File: config.mk
export PLATFORM = sky130hd
export DESIGN_NAME = txq_dma_chan
export DESIGN_NICKNAME = d
export VERILOG_FILES = /design/src/rtl/txq_pkg.sv /design/src/rtl/txq_lane.sv /design/src/rtl/txq_regs.sv /design/src/rtl/txq_seq.sv /design/src/rtl/txq_dma_chan.sv
export SDC_FILE = /design/constraint.sdc
export NUM_CORES = 1
export LEC_CHECK = 0
export BUFFER_PORTS_ARGS = -buffer_cell sky130_fd_sc_hd__buf_2
export CAP_MARGIN = 15
export CORE_UTILIZATION = 56
export CTS_BUF_LIST = sky130_fd_sc_hd__clkbuf_16
export DETAILED_ROUTE_END_ITERATION = 7
export PLACE_DENSITY = 0.81
export SYNTH_ARGS = -nofsm -noshare
export SYNTH_HDL_FRONTEND = slang
export SYNTH_HIERARCHICAL = 1
export SYNTH_SLANG_ARGS = --single-unit
File: constraint.sdc
create_clock -name clk -period 3.2 [get_ports clk]
set_input_delay 0.64 -clock clk [delete_from_list [all_inputs] [get_ports clk]]
set_output_delay 0.64 -clock clk [all_outputs]
set_load 0.02 [all_outputs]
File: src/rtl/txq_pkg.sv
`timescale 1ns/1ps
package txq_pkg;
    localparam int unsigned WORD_W  = 32;
    localparam int unsigned LEN_W   = 11;
    localparam int unsigned SOP_BIT = 31;
    localparam int unsigned EOP_BIT = 30;
    localparam int unsigned OWN_BIT = 29;
    localparam int unsigned EOQ_BIT = 28;

    localparam logic [1:0] SEL_CTRL  = 2'd0;
    localparam logic [1:0] SEL_HEAD  = 2'd1;
    localparam logic [1:0] SEL_CMPL  = 2'd2;
    localparam logic [1:0] SEL_SRST  = 2'd3;

    typedef enum logic [3:0] {
        S_IDLE  = 4'd0,
        S_DREQ  = 4'd1,
        S_DCAP  = 4'd2,
        S_CHECK = 4'd3,
        S_BREQ  = 4'd4,
        S_BCAP  = 4'd5,
        S_SEND  = 4'd6,
        S_WBACK = 4'd7,
        S_FAULT = 4'd8
    } seq_state_e;
endpackage

File: src/rtl/txq_lane.sv
`timescale 1ns/1ps
module txq_lane #(
    parameter int unsigned BYTES = 4
) (
    input  logic [8*BYTES-1:0]         word_i,
    input  logic [$clog2(BYTES)-1:0]   sel_i,
    output logic [7:0]                 byte_o
);
    logic [7:0] lanes [BYTES];

    for (genvar g = 0; g < BYTES; g++) begin : g_lane
        assign lanes[g] = word_i[8*g +: 8];
    end

    assign byte_o = lanes[sel_i];
endmodule

File: src/rtl/txq_regs.sv
`timescale 1ns/1ps
module txq_regs
    import txq_pkg::*;
#(
    parameter int unsigned PTR_W = 8
) (
    input  logic              clk,
    input  logic              rst_n,
    input  logic              wr_en,
    input  logic [1:0]        wr_sel,
    input  logic [WORD_W-1:0] wr_data,
    input  logic [1:0]        rd_sel,
    output logic [WORD_W-1:0] rd_data,
    input  logic              seq_idle,
    input  logic              hw_head_we,
    input  logic [PTR_W-1:0]  hw_head_val,
    input  logic              hw_done,
    input  logic [PTR_W-1:0]  hw_done_ptr,
    input  logic              hw_fault,
    output logic              enable_o,
    output logic [PTR_W-1:0]  head_o,
    output logic              srst_o,
    output logic              pend_o,
    output logic              fault_o
);
    logic             ctrl_q;
    logic [PTR_W-1:0] head_q;
    logic [PTR_W-1:0] cmpl_q;
    logic [PTR_W-1:0] last_q;
    logic             srst_q;
    logic             pend_q;
    logic             err_q;

    logic wr_ctrl, wr_head, wr_cmpl, wr_srst, head_take;

    assign wr_ctrl   = wr_en && (wr_sel == SEL_CTRL);
    assign wr_head   = wr_en && (wr_sel == SEL_HEAD);
    assign wr_cmpl   = wr_en && (wr_sel == SEL_CMPL);
    assign wr_srst   = wr_en && (wr_sel == SEL_SRST);
    assign head_take = wr_head && seq_idle && !srst_q;

    always_ff @(posedge clk or negedge rst_n) begin
        if (!rst_n) begin
            ctrl_q <= 1'b0;
            srst_q <= 1'b0;
        end else begin
            if (wr_ctrl) begin
                ctrl_q <= wr_data[0];
            end
            srst_q <= wr_srst && wr_data[0];
        end
    end

    always_ff @(posedge clk or negedge rst_n) begin
        if (!rst_n) begin
            head_q <= '0;
            cmpl_q <= '0;
            last_q <= '0;
            pend_q <= 1'b0;
            err_q  <= 1'b0;
        end else if (srst_q) begin
            head_q <= '0;
            cmpl_q <= '0;
            last_q <= '0;
            pend_q <= 1'b0;
            err_q  <= 1'b0;
        end else begin
            if (hw_head_we) begin
                head_q <= hw_head_val;
            end else if (head_take) begin
                head_q <= wr_data[PTR_W-1:0];
            end
            if (wr_cmpl) begin
                cmpl_q <= wr_data[PTR_W-1:0];
            end
            if (hw_done) begin
                last_q <= hw_done_ptr;
            end
            if (hw_done) begin
                pend_q <= 1'b1;
            end else if (wr_cmpl) begin
                pend_q <= pend_q && (wr_data[PTR_W-1:0] != last_q);
            end
            if (hw_fault) begin
                err_q <= 1'b1;
            end else if (head_take && (wr_data[PTR_W-1:0] != '0)) begin
                err_q <= 1'b0;
            end
        end
    end

    always_comb begin
        rd_data = '0;
        unique case (rd_sel)
            SEL_CTRL: rd_data[0]         = ctrl_q;
            SEL_HEAD: rd_data[PTR_W-1:0] = head_q;
            SEL_CMPL: rd_data[PTR_W-1:0] = cmpl_q;
            SEL_SRST: rd_data[0]         = srst_q;
            default:  rd_data            = '0;
        endcase
    end

    assign enable_o = ctrl_q;
    assign head_o   = head_q;
    assign srst_o   = srst_q;
    assign pend_o   = pend_q;
    assign fault_o  = err_q;

    // one cycle after a soft reset pulse all channel state is clear
    a_r11_srst_clears: assert property (@(posedge clk) disable iff (!rst_n)
        srst_q |=> (head_q == '0) && !pend_q && !err_q && (cmpl_q == '0));

    // a finished descriptor leaves the pending flag raised
    a_r9_pend_after_done: assert property (@(posedge clk) disable iff (!rst_n)
        (hw_done && !srst_q) |=> pend_q);
endmodule

File: src/rtl/txq_seq.sv
`timescale 1ns/1ps
module txq_seq
    import txq_pkg::*;
#(
    parameter int unsigned PTR_W = 8
) (
    input  logic              clk,
    input  logic              rst_n,
    input  logic              srst,
    input  logic              enable,
    input  logic [PTR_W-1:0]  head,
    output logic              mem_req,
    output logic              mem_we,
    output logic [PTR_W-1:0]  mem_addr,
    output logic [WORD_W-1:0] mem_wdata,
    input  logic [WORD_W-1:0] mem_rdata,
    output logic              tx_valid,
    input  logic              tx_ready,
    output logic [7:0]        tx_data,
    output logic              tx_sop,
    output logic              tx_eop,
    output logic              busy,
    output logic              hw_head_we,
    output logic [PTR_W-1:0]  hw_head_val,
    output logic              hw_done,
    output logic [PTR_W-1:0]  hw_done_ptr,
    output logic              hw_fault
);
    localparam int unsigned DESC_WORDS = 4;
    localparam int unsigned IDX_W      = $clog2(DESC_WORDS);
    localparam int unsigned BYTES      = WORD_W / 8;
    localparam int unsigned LANE_W     = $clog2(BYTES);

    seq_state_e state_q, state_nx;

    logic [PTR_W-1:0]  cur_q;
    logic [IDX_W-1:0]  idx_q;
    logic [WORD_W-1:0] desc_q [DESC_WORDS];
    logic [LEN_W-1:0]  rem_q;
    logic [PTR_W-1:0]  wptr_q;
    logic [WORD_W-1:0] word_q;
    logic [LANE_W-1:0] lane_q;
    logic              first_q;

    logic [PTR_W-1:0]  nxt_ptr;
    logic [PTR_W-1:0]  buf_ptr;
    logic [LEN_W-1:0]  buf_len;
    logic [WORD_W-1:0] mode_w;
    logic              nxt_zero;
    logic              last_byte;
    logic              lane_end;
    logic [WORD_W-1:0] wb_word;
    logic [7:0]        lane_byte;

    assign nxt_ptr   = desc_q[0][PTR_W-1:0];
    assign buf_ptr   = desc_q[1][PTR_W-1:0];
    assign buf_len   = desc_q[2][LEN_W-1:0];
    assign mode_w    = desc_q[3];
    assign nxt_zero  = (nxt_ptr == '0);
    assign last_byte = (rem_q == LEN_W'(1));
    assign lane_end  = (lane_q == LANE_W'(BYTES - 1));

    always_comb begin
        wb_word          = mode_w;
        wb_word[OWN_BIT] = 1'b0;
        wb_word[EOQ_BIT] = nxt_zero;
    end

    txq_lane #(.BYTES(BYTES)) u_lane (
        .word_i (word_q),
        .sel_i  (lane_q),
        .byte_o (lane_byte)
    );

    // state register
    always_ff @(posedge clk or negedge rst_n) begin
        if (!rst_n) begin
            state_q <= S_IDLE;
        end else begin
            state_q <= state_nx;
        end
    end

    // next-state logic
    always_comb begin
        state_nx = state_q;
        if (srst) begin
            state_nx = S_IDLE;
        end else begin
            unique case (state_q)
                S_IDLE:  if (head != '0) state_nx = S_DREQ;
                S_DREQ:  if ((idx_q != '0) || enable) state_nx = S_DCAP;
                S_DCAP:  state_nx = (idx_q == IDX_W'(DESC_WORDS - 1)) ? S_CHECK : S_DREQ;
                S_CHECK: begin
                    if (!mode_w[OWN_BIT])      state_nx = S_FAULT;
                    else if (buf_len == '0)    state_nx = S_WBACK;
                    else                       state_nx = S_BREQ;
                end
                S_BREQ:  state_nx = S_BCAP;
                S_BCAP:  state_nx = S_SEND;
                S_SEND: begin
                    if (tx_ready) begin
                        if (last_byte)     state_nx = S_WBACK;
                        else if (lane_end) state_nx = S_BREQ;
                    end
                end
                S_WBACK: state_nx = nxt_zero ? S_IDLE : S_DREQ;
                S_FAULT: state_nx = S_IDLE;
                default: state_nx = S_IDLE;
            endcase
        end
    end

    // datapath registers
    always_ff @(posedge clk or negedge rst_n) begin
        if (!rst_n) begin
            cur_q   <= '0;
            idx_q   <= '0;
            rem_q   <= '0;
            wptr_q  <= '0;
            word_q  <= '0;
            lane_q  <= '0;
            first_q <= 1'b0;
            for (int i = 0; i < DESC_WORDS; i++) desc_q[i] <= '0;
        end else if (srst) begin
            idx_q   <= '0;
            rem_q   <= '0;
            lane_q  <= '0;
            first_q <= 1'b0;
        end else begin
            unique case (state_q)
                S_IDLE:  cur_q <= head;
                S_DCAP: begin
                    desc_q[idx_q] <= mem_rdata;
                    idx_q         <= idx_q + IDX_W'(1);
                end
                S_CHECK: begin
                    rem_q   <= buf_len;
                    wptr_q  <= buf_ptr;
                    lane_q  <= '0;
                    first_q <= 1'b1;
                end
                S_BCAP:  word_q <= mem_rdata;
                S_SEND: begin
                    if (tx_ready) begin
                        rem_q   <= rem_q - LEN_W'(1);
                        lane_q  <= lane_q + LANE_W'(1);
                        first_q <= 1'b0;
                        if (lane_end) wptr_q <= wptr_q + PTR_W'(1);
                    end
                end
                S_WBACK: cur_q <= nxt_ptr;
                default: ;
            endcase
        end
    end

    // outputs
    always_comb begin
        mem_req     = 1'b0;
        mem_we      = 1'b0;
        mem_addr    = '0;
        mem_wdata   = '0;
        tx_valid    = 1'b0;
        tx_sop      = 1'b0;
        tx_eop      = 1'b0;
        hw_head_we  = 1'b0;
        hw_head_val = '0;
        hw_done     = 1'b0;
        hw_done_ptr = cur_q;
        hw_fault    = 1'b0;
        unique case (state_q)
            S_DREQ: begin
                mem_req  = (idx_q != '0) || enable;
                mem_addr = cur_q + PTR_W'(idx_q);
            end
            S_BREQ: begin
                mem_req  = 1'b1;
                mem_addr = wptr_q;
            end
            S_SEND: begin
                tx_valid = 1'b1;
                tx_sop   = mode_w[SOP_BIT] && first_q;
                tx_eop   = mode_w[EOP_BIT] && last_byte;
            end
            S_WBACK: begin
                mem_req     = 1'b1;
                mem_we      = 1'b1;
                mem_addr    = cur_q + PTR_W'(DESC_WORDS - 1);
                mem_wdata   = wb_word;
                hw_head_we  = 1'b1;
                hw_head_val = nxt_ptr;
                hw_done     = 1'b1;
            end
            S_FAULT: begin
                hw_head_we  = 1'b1;
                hw_head_val = '0;
                hw_fault    = 1'b1;
            end
            default: ;
        endcase
    end

    assign tx_data = lane_byte;
    assign busy    = (state_q != S_IDLE);

    // a stalled byte is held unchanged
    a_r4_hold_stalled: assert property (@(posedge clk) disable iff (!rst_n)
        (tx_valid && !tx_ready && !srst) |=>
            (tx_valid && $stable(tx_data) && $stable(tx_sop) && $stable(tx_eop)));

    // the end-of-packet byte is followed by a gap for the write-back
    a_r3_gap_after_last: assert property (@(posedge clk) disable iff (!rst_n)
        (tx_valid && tx_ready && tx_eop) |=> !tx_valid);

    // a write-back never leaves the ownership bit set
    a_r5_owner_released: assert property (@(posedge clk) disable iff (!rst_n)
        (mem_req && mem_we) |-> !mem_wdata[OWN_BIT]);
endmodule

File: src/rtl/txq_dma_chan.sv
`timescale 1ns/1ps
module txq_dma_chan
    import txq_pkg::*;
#(
    parameter int unsigned PTR_W = 8
) (
    input  logic              clk,
    input  logic              rst_n,
    input  logic              reg_we,
    input  logic [1:0]        reg_wsel,
    input  logic [31:0]       reg_wdata,
    input  logic [1:0]        reg_rsel,
    output logic [31:0]       reg_rdata,
    output logic              mem_req,
    output logic              mem_we,
    output logic [PTR_W-1:0]  mem_addr,
    output logic [31:0]       mem_wdata,
    input  logic [31:0]       mem_rdata,
    output logic              tx_valid,
    input  logic              tx_ready,
    output logic [7:0]        tx_data,
    output logic              tx_sop,
    output logic              tx_eop,
    output logic              ch_busy,
    output logic              ch_fault,
    output logic              cmpl_pending
);
    logic             enable;
    logic [PTR_W-1:0] head;
    logic             srst;
    logic             hw_head_we;
    logic [PTR_W-1:0] hw_head_val;
    logic             hw_done;
    logic [PTR_W-1:0] hw_done_ptr;
    logic             hw_fault;
    logic             busy;

    txq_regs #(.PTR_W(PTR_W)) u_regs (
        .clk         (clk),
        .rst_n       (rst_n),
        .wr_en       (reg_we),
        .wr_sel      (reg_wsel),
        .wr_data     (reg_wdata),
        .rd_sel      (reg_rsel),
        .rd_data     (reg_rdata),
        .seq_idle    (!busy),
        .hw_head_we  (hw_head_we),
        .hw_head_val (hw_head_val),
        .hw_done     (hw_done),
        .hw_done_ptr (hw_done_ptr),
        .hw_fault    (hw_fault),
        .enable_o    (enable),
        .head_o      (head),
        .srst_o      (srst),
        .pend_o      (cmpl_pending),
        .fault_o     (ch_fault)
    );

    txq_seq #(.PTR_W(PTR_W)) u_seq (
        .clk         (clk),
        .rst_n       (rst_n),
        .srst        (srst),
        .enable      (enable),
        .head        (head),
        .mem_req     (mem_req),
        .mem_we      (mem_we),
        .mem_addr    (mem_addr),
        .mem_wdata   (mem_wdata),
        .mem_rdata   (mem_rdata),
        .tx_valid    (tx_valid),
        .tx_ready    (tx_ready),
        .tx_data     (tx_data),
        .tx_sop      (tx_sop),
        .tx_eop      (tx_eop),
        .busy        (busy),
        .hw_head_we  (hw_head_we),
        .hw_head_val (hw_head_val),
        .hw_done     (hw_done),
        .hw_done_ptr (hw_done_ptr),
        .hw_fault    (hw_fault)
    );

    assign ch_busy = busy;

    // an end-of-queue write-back leaves the head register empty
    a_r6_eoq_empties_head: assert property (@(posedge clk) disable iff (!rst_n)
        (mem_req && mem_we && mem_wdata[EOQ_BIT]) |=> (head == '0));
endmodule

==> summary.txt <==
Routing
  • Total Wirelength: 18.4 mm
  • Post-route ant nets: 0
  • Avg Vias per Cell: 5.79
  • Average wire per standard cell: 17.9 um
  • DRC errors left: 0
  • WL met2: 8.93 mm
  • Wire length on met1: 7.99 mm
  • Initial DRC count: 545
  • Highest metal layer with signal wires: met5
  • DR WL met3: 1.26 mm
  • Via count: 5,974
  • Initial DRT Pass Iterations: 5

Synthesis
  • Post-synth EDFFs: 0
  • Post-Syn Area: 8010 sq um
  • Post-synthesis simple-gate area fraction: 0.144
  • Synth Area in Compound Gates: 0.0881
  • #FFs+latches synth: 154
  • Top FF cell, synth: dfrtp_1
  • Synth async-reset ratio: 1.00
  • Post-Synth Adder-Cell Area: 0.0259
  • Synthesized instance count: around 730
  • Post-synthesis sequential area ratio: 0.481
  • Synth Area in XOR/XNOR: 0.0175
  • YS warnings: 6
  • Synth unique cells: slightly above 60
  • Post-synthesis mux area share: 0.184
  • Syn Area/Cell: 11.0 sq um
  • Largest family of logic cells by synthesized area: multiplexers

Floorplanning
  • Io pins: 160
  • Width of the die: approximately 120 um
  • Core area: 13,900 sq um
  • Starting Density: 0.575
  • Die height: 122 um
  • Num rows: 43
  • DIE AREA: ~15,000 sq um

Timing
  • Fmax: 0.321 GHz
  • Fin. Hold Viols: 0
  • Worst slew margin: 0.467
  • Worst-Margin Slew: 0.793 ns
  • Final setup violation count: 0
  • Setup_tns: 0 ns
  • Tcrit/Tclk final: 0.972
  • Clock Skews: between 0.01 and 0.015 ns
  • Unrepaired setup endpoints after global routing: yes
  • Slew Viols, Final: 0
  • Minimum clock period: 3.11 ns

Worst hold path
  • Hold WC Path Type: input pin to asynchronous set/reset pin

Clocking
  • # clock sinks: approximately 150
  • CTS tree: done
  • Root Buffer: clkbuf_16
  • Maximum clock insertion buffer count: 2
  • Clk pin slew, worst setup/hold paths: 0.06 ns
  • TritonCTS Buffers: 17
  • CTS Hold Bufs: 0
  • Htree depth: 4
  • Clock Latency Late Sink: ~0.43 ns

Power and ir drop
  • Clk pwr share: 0.220
  • PwrDens: 949 nW/um^2
  • Static Leak: between 0.004 and 0.005 uW
  • Sequential power share: 0.413
  • Pint: 5530 uW
  • Net Sw Frac: 0.367
  • Pwr Total: 8750 uW
  • Peak VDD IR: 0.513 mV
  • Comb pwr share: 0.367
  • P_sw: roughly 3200 uW

Finish
  • Sequential standard cell area: 3850 sq um
  • Layout Nets: between 900 and 1k
  • Number of fill cells in the layout: between 1k and 1.5k
  • Diodes inserted: 0
  • Area of the multi-input gates: 3810 sq um
  • Layout cell share with drive strength beyond 1: 0.317
  • Layout area overhead: 15.1%

Global routing
  • First-pass GRT wire length: 29.9 mm
  • Grt total ovfl: 0
  • Initial antenna violation count: 1
  • Largest net degree at the start of global routing: 67
  • Vias in the first global route: 5,717
  • GR Util All Layers: 0.270

Worst setup path
  • R2R cell count: 9
  • Worst Setup End Kind: output pin
  • Crit-path max FO: 3
  • Crit path kind: flip-flop to output pin
  • Critical path required time: 2.56 ns
  • CP startpoint kind: flip-flop
  • Crit path arrival time: 2.47 ns

Run
  • Maxcap violations: 0

Run status
  • Status: completed

Place
  • DP Wirelength: 12.6 mm
  • PortBufs: 110
  • GPL Wtd Cong: 0.878
-- critical path, cell delays in order, from the launching register on --
cell and delay, ns:
dfrtp_1 0.37, nand2b_4 0.14, or2_4 0.23, nand2_2 0.07, ha_1 0.13, inv_1 0.05
fa_2 0.39, nor2_4 0.11, nand3_2 0.09, xor2_1 0.15, o21ai_1 0.14, buf_4 0.16
-- kinds of logic after synthesis --
kind of cell | after synthesis
compound gates | 118
xor+xnor | 16
fa+ha+maj | 16
buf+inv | 82
flops | 154
mux | 126
other cells | 2
simple gates | 217
-- flip-flops by register name (all words and copies together), names as in the netlist, 2 cells and up --
| register | count |
|---|---|
| u_seq/wptr_q | 8 |
| u_seq/word_q | 32 |
| u_seq/state_q | 4 |
| u_seq/buf_len | 11 |
| u_seq/lane_q | 2 |
| u_seq/buf_ptr | 8 |
| u_seq/hw_done_ptr | 8 |
| u_regs/cmpl_q | 8 |
| u_seq/desc_q | 8 |
| u_seq/mode_w | 31 |
| u_regs/head_o | 8 |
| u_regs/last_q | 8 |
| u_seq/idx_q | 2 |
| u_seq/rem_q | 11 |
-- stage by stage --
stage / setup slack, ns / instances / util / hold slack [ns] / instance area [sq um]
floorplan: 0.0657 / 754 / - / 0.344 / 8090
global placement: 0.433 / 997 / 0.618 / 0.467 / 8610
detailed placement: 0.384 / 997 / 0.618 / 0.471 / 8610
CTS: 0.0177 / 1029 / 0.658 / 0.213 / 9170
global route: -0.0205 / 1031 / 0.661 / 0.233 / 9220
finish: 0.0888 / 1031 / 0.661 / 0.204 / 9220
-- cell usage in the layout, fill, tap and decap left out, drive strengths merged, types with 3 or more instances in the layout --
cell | Yosys | routed
dfrtp | 154 | 154
buf | 47 | 129
mux2 | 91 | 91
nor2 | 63 | 63
a21oi | 47 | 47
and2 | 38 | 38
nand2 | 37 | 37
o21ai | 37 | 37
mux2i | 27 | 27
conb | 2 | 25
inv | 18 | 23
clkbuf | 17 | 17
ha | 15 | 15
nor4 | 14 | 14
nand3 | 11 | 11
nor2b | 10 | 10
nor3 | 10 | 10
xnor2 | 9 | 9
a211oi | 8 | 8
mux4 | 8 | 8
a22oi | 7 | 7
xor2 | 7 | 7
nand2b | 5 | 5
clkinv | 0 | 5
or3 | 4 | 4
clkinvlp | 0 | 3
and4 | 3 | 3
nand3b | 3 | 3
or4 | 3 | 3
o21bai | 3 | 3
or2 | 3 | 3
-- worst paths after layout --
check,start,to,slack [ns]
hold reg to reg,u_seq/first_q,u_seq/first_q,0.48
setup reg to reg,u_seq/state_q[1],u_regs/head_o[7],0.80
setup / recovery,u_seq/state_q[3],mem_addr[6],0.09
min in group clk,mem_rdata[31],u_seq/mode_w[31],0.44
max in group asynchronous,rst_n,u_regs/cmpl_q[0],2.22
hold / removal,rst_n,u_regs/last_q[1],0.20
-- synthesized netlist by cell type, types with 3 or more instances --
cell | number | area (sq um)
dfrtp_1 | 154 | 3850
mux2_2 | 89 | 1000
nor2_1 | 63 | 236
a21oi_1 | 45 | 225
and2_1 | 38 | 238
nand2_1 | 37 | 139
o21ai_0 | 37 | 185
buf_4 | 28 | 210
mux2i_1 | 27 | 270
inv_1 | 16 | 60.1
ha_1 | 15 | 188
buf_2 | 14 | 70.1
clkbuf_1 | 14 | 52.6
nor4_1 | 13 | 81.3
nand3_1 | 11 | 55.1
nor2b_1 | 10 | 62.6
xnor2_1 | 9 | 78.8
a211oi_1 | 8 | 60.1
mux4_2 | 8 | 180
nor3_1 | 8 | 40.0
a22oi_1 | 7 | 52.6
xor2_1 | 7 | 61.3
nand2b_1 | 5 | 31.3
buf_6 | 4 | 45.0
or3_1 | 4 | 25.0
and4_1 | 3 | 26.3
clkbuf_2 | 3 | 15.0
nand3b_1 | 3 | 22.5
o21bai_1 | 3 | 22.5
or4_1 | 3 | 22.5
-- layout make-up --
class                           count  share of cell area
Clock inverter                     15              0.0145
Timing Repair Buffer              129              0.0762
Multi-Input combinational cell    518               0.413
Tap cell                          180              0.0244
Sequential cell                   154               0.418
Clock buffer                       17              0.0462
Inverter                           18             0.00733
-- power by group through the flow --
stage | combinational [uW] | clock (uW) | sequential (uW)
after floorplan | 2490 | 0 | 3350
after global placement | 3010 | 0 | 3570
after detailed placement | 3110 | 0 | 3610
after CTS | 3160 | 1960 | 3600
after global routing | 3530 | 2040 | 3730
final | 3210 | 1920 | 3610
-- repair_timing --
item                                    in CTS  in global routing
setup buffers                                0                  2
gates cloned                                 0                  0
endpoints found under the setup margin       1                  2
pin swaps                                    0                  3
gates resized for setup                      3                  6
endpoints found under the hold margin        0                  0
-- metal layers --
metal / up-vias / GRT usage
li1: 2736 / -
met1: 2957 / 0.351
met2: 257 / 0.432
met3: 22 / 0.0829
met4: 2 / 0.0895
met5: - / 0
Note: power is estimated with default switching activity, not from simulation.
